File: src/rtl/asram_pkg.sv
package asram_pkg;

  typedef enum logic [2:0] {
    ST_IDLE,
    ST_SETUP,
    ST_ACCESS,
    ST_RECOVER,
    ST_TURN
  } seq_state_t;

  // control -> datapath strobes
  typedef struct packed {
    logic capture;  // latch request fields
    logic select;   // both RAM selects active
    logic outEn;    // RAM output enable active
    logic wrPulse;  // write enable active
    logic drive;    // controller drives data bus
    logic sample;   // capture RAM read data
  } strobes_t;

endpackage

File: src/rtl/asram_ctrl_fsm.sv
module asram_ctrl_fsm
  import asram_pkg::*;
#(
  parameter int T_RD   = 4,
  parameter int T_WP   = 3,
  parameter int T_DSU  = 2,
  parameter int T_TURN = 2
) (
  input  logic     clk,
  input  logic     rstN,
  input  logic     reqValid,
  input  logic     reqWrite,
  output logic     reqReady,
  output strobes_t stb
);

  localparam int WR_LEN  = (T_WP >= T_DSU) ? T_WP : T_DSU;
  localparam int MAX_A   = (WR_LEN >= T_RD) ? WR_LEN : T_RD;
  localparam int MAX_LEN = (MAX_A >= T_TURN) ? MAX_A : T_TURN;
  localparam int CNT_W   = $clog2(MAX_LEN + 1);

  seq_state_t state, nextState;
  logic [CNT_W-1:0] cnt, nextCnt;
  logic isWrite;

  always_comb begin
    nextState = state;
    nextCnt   = cnt;
    unique case (state)
      ST_IDLE:
        if (reqValid) nextState = ST_SETUP;
      ST_SETUP: begin
        nextCnt   = isWrite ? CNT_W'(WR_LEN - 1) : CNT_W'(T_RD - 1);
        nextState = ST_ACCESS;
      end
      ST_ACCESS:
        if (cnt == '0) nextState = ST_RECOVER;
        else           nextCnt   = cnt - 1'b1;
      ST_RECOVER:
        if (isWrite) nextState = ST_IDLE;
        else begin
          nextCnt   = CNT_W'(T_TURN - 1);
          nextState = ST_TURN;
        end
      ST_TURN:
        if (cnt == '0) nextState = ST_IDLE;
        else           nextCnt   = cnt - 1'b1;
      default: nextState = ST_IDLE;
    endcase
  end

  always_ff @(posedge clk or negedge rstN) begin
    if (!rstN) begin
      state   <= ST_IDLE;
      cnt     <= '0;
      isWrite <= 1'b0;
    end else begin
      state <= nextState;
      cnt   <= nextCnt;
      if (state == ST_IDLE && reqValid) isWrite <= reqWrite;
    end
  end

  logic active;
  assign active   = (state == ST_SETUP) || (state == ST_ACCESS) || (state == ST_RECOVER);
  assign reqReady = (state == ST_IDLE);

  always_comb begin
    stb.capture = (state == ST_IDLE) && reqValid;
    stb.select  = active;
    stb.outEn   = !isWrite && ((state == ST_SETUP) || (state == ST_ACCESS));
    stb.wrPulse = isWrite && (state == ST_ACCESS);
    stb.drive   = isWrite && active;
    stb.sample  = !isWrite && (state == ST_ACCESS) && (cnt == '0);
  end

endmodule

File: src/rtl/asram_ctrl_dp.sv
module asram_ctrl_dp
  import asram_pkg::*;
#(
  parameter int ADDR_W = 17,
  parameter int DATA_W = 8
) (
  input  logic              clk,
  input  logic              rstN,
  input  strobes_t          stb,
  input  logic [ADDR_W-1:0] reqAddr,
  input  logic [DATA_W-1:0] reqWdata,
  output logic              rspValid,
  output logic [DATA_W-1:0] rspRdata,
  output logic [ADDR_W-1:0] memAddr,
  output logic              memSelN,
  output logic              memSel,
  output logic              memOeN,
  output logic              memWeN,
  output logic [DATA_W-1:0] memDqOut,
  output logic              memDqOe,
  input  logic [DATA_W-1:0] memDqIn
);

  logic [ADDR_W-1:0] addrQ;
  logic [DATA_W-1:0] wdataQ, rdataQ;
  logic              rspQ;

  always_ff @(posedge clk or negedge rstN) begin
    if (!rstN) begin
      addrQ  <= '0;
      wdataQ <= '0;
      rdataQ <= '0;
      rspQ   <= 1'b0;
    end else begin
      if (stb.capture) begin
        addrQ  <= reqAddr;
        wdataQ <= reqWdata;
      end
      if (stb.sample) rdataQ <= memDqIn;
      rspQ <= stb.sample;
    end
  end

  assign memAddr  = addrQ;
  assign memSelN  = !stb.select;
  assign memSel   = stb.select;
  assign memOeN   = !stb.outEn;
  assign memWeN   = !stb.wrPulse;
  assign memDqOut = wdataQ;
  assign memDqOe  = stb.drive;
  assign rspValid = rspQ;
  assign rspRdata = rdataQ;

endmodule

File: src/rtl/asram_ctrl.sv
module asram_ctrl
  import asram_pkg::*;
#(
  parameter int ADDR_W = 17,
  parameter int DATA_W = 8,
  parameter int T_RD   = 4,
  parameter int T_WP   = 3,
  parameter int T_DSU  = 2,
  parameter int T_TURN = 2
) (
  input  logic              clk,
  input  logic              rstN,
  input  logic              reqValid,
  output logic              reqReady,
  input  logic              reqWrite,
  input  logic [ADDR_W-1:0] reqAddr,
  input  logic [DATA_W-1:0] reqWdata,
  output logic              rspValid,
  output logic [DATA_W-1:0] rspRdata,
  output logic [ADDR_W-1:0] memAddr,
  output logic              memSelN,
  output logic              memSel,
  output logic              memOeN,
  output logic              memWeN,
  output logic [DATA_W-1:0] memDqOut,
  output logic              memDqOe,
  input  logic [DATA_W-1:0] memDqIn
);

  strobes_t stb;

  asram_ctrl_fsm #(
    .T_RD(T_RD), .T_WP(T_WP), .T_DSU(T_DSU), .T_TURN(T_TURN)
  ) fsm_i (
    .clk(clk), .rstN(rstN), .reqValid(reqValid), .reqWrite(reqWrite),
    .reqReady(reqReady), .stb(stb)
  );

  asram_ctrl_dp #(.ADDR_W(ADDR_W), .DATA_W(DATA_W)) dp_i (
    .clk(clk), .rstN(rstN), .stb(stb), .reqAddr(reqAddr), .reqWdata(reqWdata),
    .rspValid(rspValid), .rspRdata(rspRdata), .memAddr(memAddr),
    .memSelN(memSelN), .memSel(memSel), .memOeN(memOeN), .memWeN(memWeN),
    .memDqOut(memDqOut), .memDqOe(memDqOe), .memDqIn(memDqIn)
  );

endmodule

File: config.mk
export PLATFORM = sky130hd
export DESIGN_NAME = asram_ctrl
export DESIGN_NICKNAME = d
export VERILOG_FILES = /design/src/rtl/asram_pkg.sv /design/src/rtl/asram_ctrl_fsm.sv /design/src/rtl/asram_ctrl_dp.sv /design/src/rtl/asram_ctrl.sv
export SDC_FILE = /design/constraint.sdc
export NUM_CORES = 1
export LEC_CHECK = 0
export CAP_MARGIN = 20
export CORE_MARGIN = 2
export CORE_UTILIZATION = 47
export DETAILED_ROUTE_END_ITERATION = 6
export DONT_BUFFER_PORTS = 1
export PLACE_DENSITY = 0.62
export SLEW_MARGIN = 10
export SYNTH_ARGS = -nofsm -noshare
export SYNTH_HDL_FRONTEND = slang
export SYNTH_SLANG_ARGS = --single-unit
File: constraint.sdc
create_clock -name clk -period 2.12 [get_ports clk]
set_clock_uncertainty 0.15 [all_clocks]
set_input_delay 0.212 -clock clk [delete_from_list [all_inputs] [get_ports clk]]
set_output_delay 0.212 -clock clk [all_outputs]
set_load 0.02 [all_outputs]
# [Word level (Yosys, flattened, before mapping)]
# Index checks and enable logic that the tools add are counted.
[word_totals] reg_bits=41 input_bits=37 output_inout_bits=40 word_cells=44
[classes] add_sub_neg=1 eq_ne=9 muxes=9 reduce_logical=18
[op_table] cell="$mux W3" count=6
[op_table] cell="$pmux W3 S5" count=1
[op_table] cell="$pmux W3 S3" count=1
[op_table] cell="$eq A3 B2 Y1 const B" count=2
[op_table] cell="$logic_and A1 B1 Y1" count=6
[op_table] cell="$logic_not A3 Y1" count=2
[op_table] cell="$ne A2 B2 Y1 const B" count=3
[op_table] cell="$reduce_and A3 Y1" count=2
[op_table] cell="$logic_not A1 Y1" count=4
[op_table] cell="$ne A2 B1 Y1 const B" count=2
[op_table] cell="$eq A3 B1 Y1 const B" count=1
[op_table] cell="$eq A3 B3 Y1 const B" count=1
[op_table] cell="$reduce_bool A3 Y1" count=1
[op_table] cell="$sub A3 B1 Y3 const B" count=1
[op_table] cell="$logic_or A1 B1 Y1" count=2
[op_table] cell="$reduce_or A2 Y1" count=1
[op_table] cell="$mux W1" count=1

# [Depth between registers and ports, before layout]
[logic_depth] depth_word=4 ltp_mapped=8

# [By module]
# A second synthesis with hierarchy kept.
[unflattened] cells_unflattened=130 area_unflattened_um2=1904.3
[modules_own_cells] mod="asram_ctrl_dp" instances=1 cells_per_inst=76 area_per_inst_um2=1380.1 seq_area_each_um2=850.8
[modules_own_cells] mod="asram_ctrl_fsm" instances=1 cells_per_inst=54 area_per_inst_um2=524.3 seq_area_each_um2=175.2

# [Least setup slack after synthesis]
# Ideal clock, no wire load.
[synth_timing] path_kind="register to register" startpoint="reg fsm_i.state[1]" endpoint="reg dp_i.addrQ[0], in the netlist dp_i.memAddr[0]" setup_ns=0.127 t_arrival_ns=1.621 required_time_ns=1.843 setup_slack_ns=0.222 stages_incl_launch_ff=7 n_path_buf=3 synth_period_minus_slack_ns=1.898 path_cell_list="dfrtp_1 buf_6 nor3_2 and2_1 buf_4 buf_6 mux2_1"
[synth_between] elab_chain_cells=2
[synth_lines] element="start: declaration" line="asram_ctrl_fsm.sv:22" rtl="seq_state_t state, nextState;"
[synth_lines] element="start signal: assignment" line="asram_ctrl_fsm.sv:58" rtl="state <= nextState;"
[synth_lines] element="$logic_not A3 Y1"
[synth_lines] element="net reqReady" line="asram_ctrl.sv:14" rtl="output logic reqReady,"
[synth_lines] element="$logic_and A1 B1 Y1" line="asram_ctrl_fsm.sv:69" rtl="stb.capture = (state == ST_IDLE) && reqValid;"
[synth_lines] element="end signal: assignment" line="asram_ctrl_dp.sv:36" rtl="addrQ <= reqAddr;"
[synth_lines] element="end: declaration" line="asram_ctrl_dp.sv:24" rtl="logic [ADDR_W-1:0] addrQ;"
# The timed path passes the listed nets, and every way through them passes these cells.
# A chain may end at the register's enable or synchronous reset.

# [Worst setup path after layout]
[layout_timing] startpoint="reg fsm_i.state[1]" endpoint="out memDqOe"
[layout_between] elab_chain_cells=4 word_cells_on_any_way=6 cone_classes="eq/ne (3); reduce/logical (3)"
[layout_lines] element="$eq A3 B1 Y1 or $eq A3 B2 Y1 (tied branches)" line="asram_ctrl_fsm.sv:65" rtl="assign active = (state == ST_SETUP) || (state == ST_ACCESS) || (state == ST_RECOVER);"
[layout_lines] element="$logic_or A1 B1 Y1" line="asram_ctrl_fsm.sv:65"
[layout_lines] element="$logic_or A1 B1 Y1 (*)" line="asram_ctrl_fsm.sv:65"
[layout_lines] element="$logic_and A1 B1 Y1 (*)" line="asram_ctrl_fsm.sv:73" rtl="stb.drive = isWrite && active;"
[layout_lines] element="end: declaration" line="asram_ctrl.sv:26" rtl="output logic memDqOe,"
# Mark *: on every way between the ends. The rest lies on a longest branch, timed or not.

==> results.md <==
* Total core area at 0.00366 sq mm
* Die Span Y at ~66 um
* Most numerous cell in the Yosys netlist: dfrtp_1
* Hold Path Class: in -> async
* Layout fillers at 285
* Fin Setup TNS at 0 ns
* Final Non-Filler Cells at 232
* Synth top cells by count: 41 x dfrtp_1, 30 x nand2_1, 20 x mux2_1
* Vias in the first global route at 1326
* Placer Congestion at 0.803
* Clock Latency Late Sink at 0.29 ns
* Detail Placement HPWL at 2340 um
* Final core utilization at 63.5%
* Clock transition at path regs at ~0.080 ns
* # H-tree levels at 2
* Post-synth ARST share at 100%
* DP Area at 0.00182 sq mm
* Total wire length at 3590 um
* Die width at between 60 and 70 um
* Largest net degree at the start of global routing at 42
* Mean post-synth cell area at 12.6 sq um
* Yosys reg bits at 41
* Setup ws final at 0.191 ns
* CTS tree: yes
* Area grow syn2layout at 30.2%
* Most used DFF post-synth: dfrtp_1
* Register Area at 0.00103 sq mm
* Port bufs at 0
* Crit path time final at 1.93 ns
* Syn Nets at between 150 and 200
* P_int at 2.14 mW
* Tot GR Track Use at between 10% and 20%
* Rows at 22
* Max IR drop VDD at slightly below 900 uV
* Layout cells sized above 1 at 15.2%
* CP max-delay cell: dfrtp_2
* FMAX at 518 MHz
* Clock power frac at ~17%
* Critical path, cell by cell: nor2_1, or2_2, inv_1, and2_1
* Unrepaired setup endpoints after global routing: false
* Post-route ant nets at 0
* Yosys top cell by area: dfrtp_1
* Fin nets at around 220
* Hold WS at 0.250 ns
* Final setup fails at 0
* PwrDens at 1600 mW/mm^2
* Via count at 1199
* Slew headroom at 73.1%
* Sw frac at 42.3%
* Max-slew violations at 0
* Inserted Diodes at 0
* CP Capture Type: output pin
* Status: completed
* Grt total ovfl at 0
* Comb pwr share at 31.3%
* P_sw at approximately 1.6 mW
* Critical Path Max Stage Delay at 0.50 ns
* Synth top area share at 57.5%
* Kind of critical path: reg -> out
* Via/cell ratio at 5.17
* CP Data Required Time at 1.76 ns
* First-pass GRT wire length at 5660 um
* Dpl ws at ~0.34 ns
* Cell area after layout at 0.00232 sq mm
* # IOs at 77
* 1st-iter DRT viols at between 40 and 50
* Crit-path max FO at 10
* Static leakage at about 1.0 nW
* Root Driver: clkbuf_8
* Mapped Area at 0.00178 sq mm
* Num CTS Buffers at 5
* Starting Density at about half
* Flop pwr share at 51.5%
* Placed Cells at between 150 and 200
* First drt pass iteration count at 4
* CTS Buffer Depth at 2
* Hold Vio Cnt, Final at 0
* CP startpoint kind: flip-flop
* Wire per inst at about 15 um
* Multi-input gate area at 658 sq um
* Post-synth EDFFs at 0
* Gate count of the mapped netlist at 142
* Initial antenna violation count at 0
* Number of max-cap violations at 0
* Final Cycle Share at 91.0%
* Synth Warn # at 0
* Worst slew pin tran at 0.404 ns
* Remaining DRCs at 0
* Clk sinks at 41
* Synth top area cells: dfrtp_1 58%, mux2_1 13%, nand2_1 6.3%, mux2_2 4.4%, buf_6 2.5%
* Pwr Total at between 3 and 4 mW
* Seq/Total Area, Yosys at 57.5%
* Netlist cell types at 33
* Die area at 0.00431 sq mm
* Crit path DAT at 1.57 ns
-- cell usage in the layout (no fill, tap or decap) --
cell type,count
buf_4,3
nand2b_1,1
o31a_1,1
nor3_1,1
inv_1,5
and2_1,2
a31o_2,1
bufinv_16,1
nor3_2,1
nand2b_2,1
nand2b_4,1
mux2i_1,2
dlygate4sd3_1,36
o21ai_0,2
or4_4,1
mux2_2,7
or3_1,1
xnor2_1,2
or2_2,1
clkinvlp_4,1
o221ai_1,1
nor4b_1,1
ha_1,2
nand2_1,30
dfrtp_1,40
or4b_1,1
a22oi_1,1
o21ai_1,1
dfrtp_2,1
clkbuf_8,6
buf_12,2
mux2_1,20
maj3_1,1
a21oi_1,1
clkinv_8,1
nand3_1,1
nor2_1,3
-- cell families after synthesis --
family | after synthesis | share of synthesized area (%)
flops | 41 | 57.5
fa+ha+maj | 3 | 1.96
mux | 29 | 18.2
compound gates | 8 | 3.02
buf+inv | 13 | 5.61
simple gates | 46 | 12.8
xor+xnor | 2 | 0.982
-- power groups by stage --
stage | registers (mW) | clock network, mW | logic [mW]
2_1_floorplan | 1.78 | 0 | 0.988
3_3_place_gp | 1.91 | 0 | 1.04
3_5_place_dp | 1.92 | 0 | 1.10
4_1_cts | 1.91 | 0.657 | 1.17
5_1_grt | 1.96 | 0.692 | 1.28
6_report | 1.91 | 0.641 | 1.16
-- state kept, by name, summed over array words and instances, names as in the netlist --
signal / flops
dp_i.rspRdata: 8
fsm_i.state: 3
fsm_i.isWrite: 1
dp_i.rspValid: 1
dp_i.memAddr: 17
dp_i.memDqOut: 8
fsm_i.cnt: 3
-- what timing repair did --
action / CTS / global route
setup buffers: 0 / 0
hold buffers: 37 / 0
endpoints found under the hold margin: 76 / 0
gates resized for setup: 0 / 1
setup endpoints to repair: 0 / 1
-- worst paths after layout --
kind / from / cells after the start / slack (ns) / endpoint
max: fsm_i.state[1]$_DFFE_PN0P_ / 4 / 0.19 / memDqOe
min: rstN / 2 / 0.25 / dp_i.rspRdata[0]$_DFFE_PN0P_
max reg2reg: fsm_i.state[2]$_DFFE_PN0P_ / 4 / 0.31 / dp_i.rspRdata[7]$_DFFE_PN0P_
min reg2reg: fsm_i.cnt[1]$_DFFE_PN0P_ / 1 / 0.39 / fsm_i.cnt[1]$_DFFE_PN0P_
max in group asynchronous: rstN / 2 / 1.35 / fsm_i.state[1]$_DFFE_PN0P_
min in group clk: reqValid / 3 / 0.30 / dp_i.memAddr[15]$_DFFE_PN0P_
-- worst max-delay path: cells and delay by family, from the launching register on --
kind                   cells  cell delay [ns]
buffers and inverters      1             0.08
DFF                        1             0.50
and+or+nand+nor            3             0.69
-- layer usage --
layer	track usage, %	up-vias	part of all wire, %
met5	0	-	0
li1	-	555	-
met2	33.7	57	53
met3	6.34	8	8.7
met4	7.03	0	1.6
met1	17.7	579	37
-- final cells by class --
class / instances / area share, %
tap: 48 / 2.58
clock inverter: 2 / 1.62
inverter: 6 / 1.51
timing repair buffer: 41 / 18.2
clock buffer: 6 / 3.55
sequential: 41 / 44.2
multi-input combinational: 88 / 28.3
(Power assumes the default switching activity.)
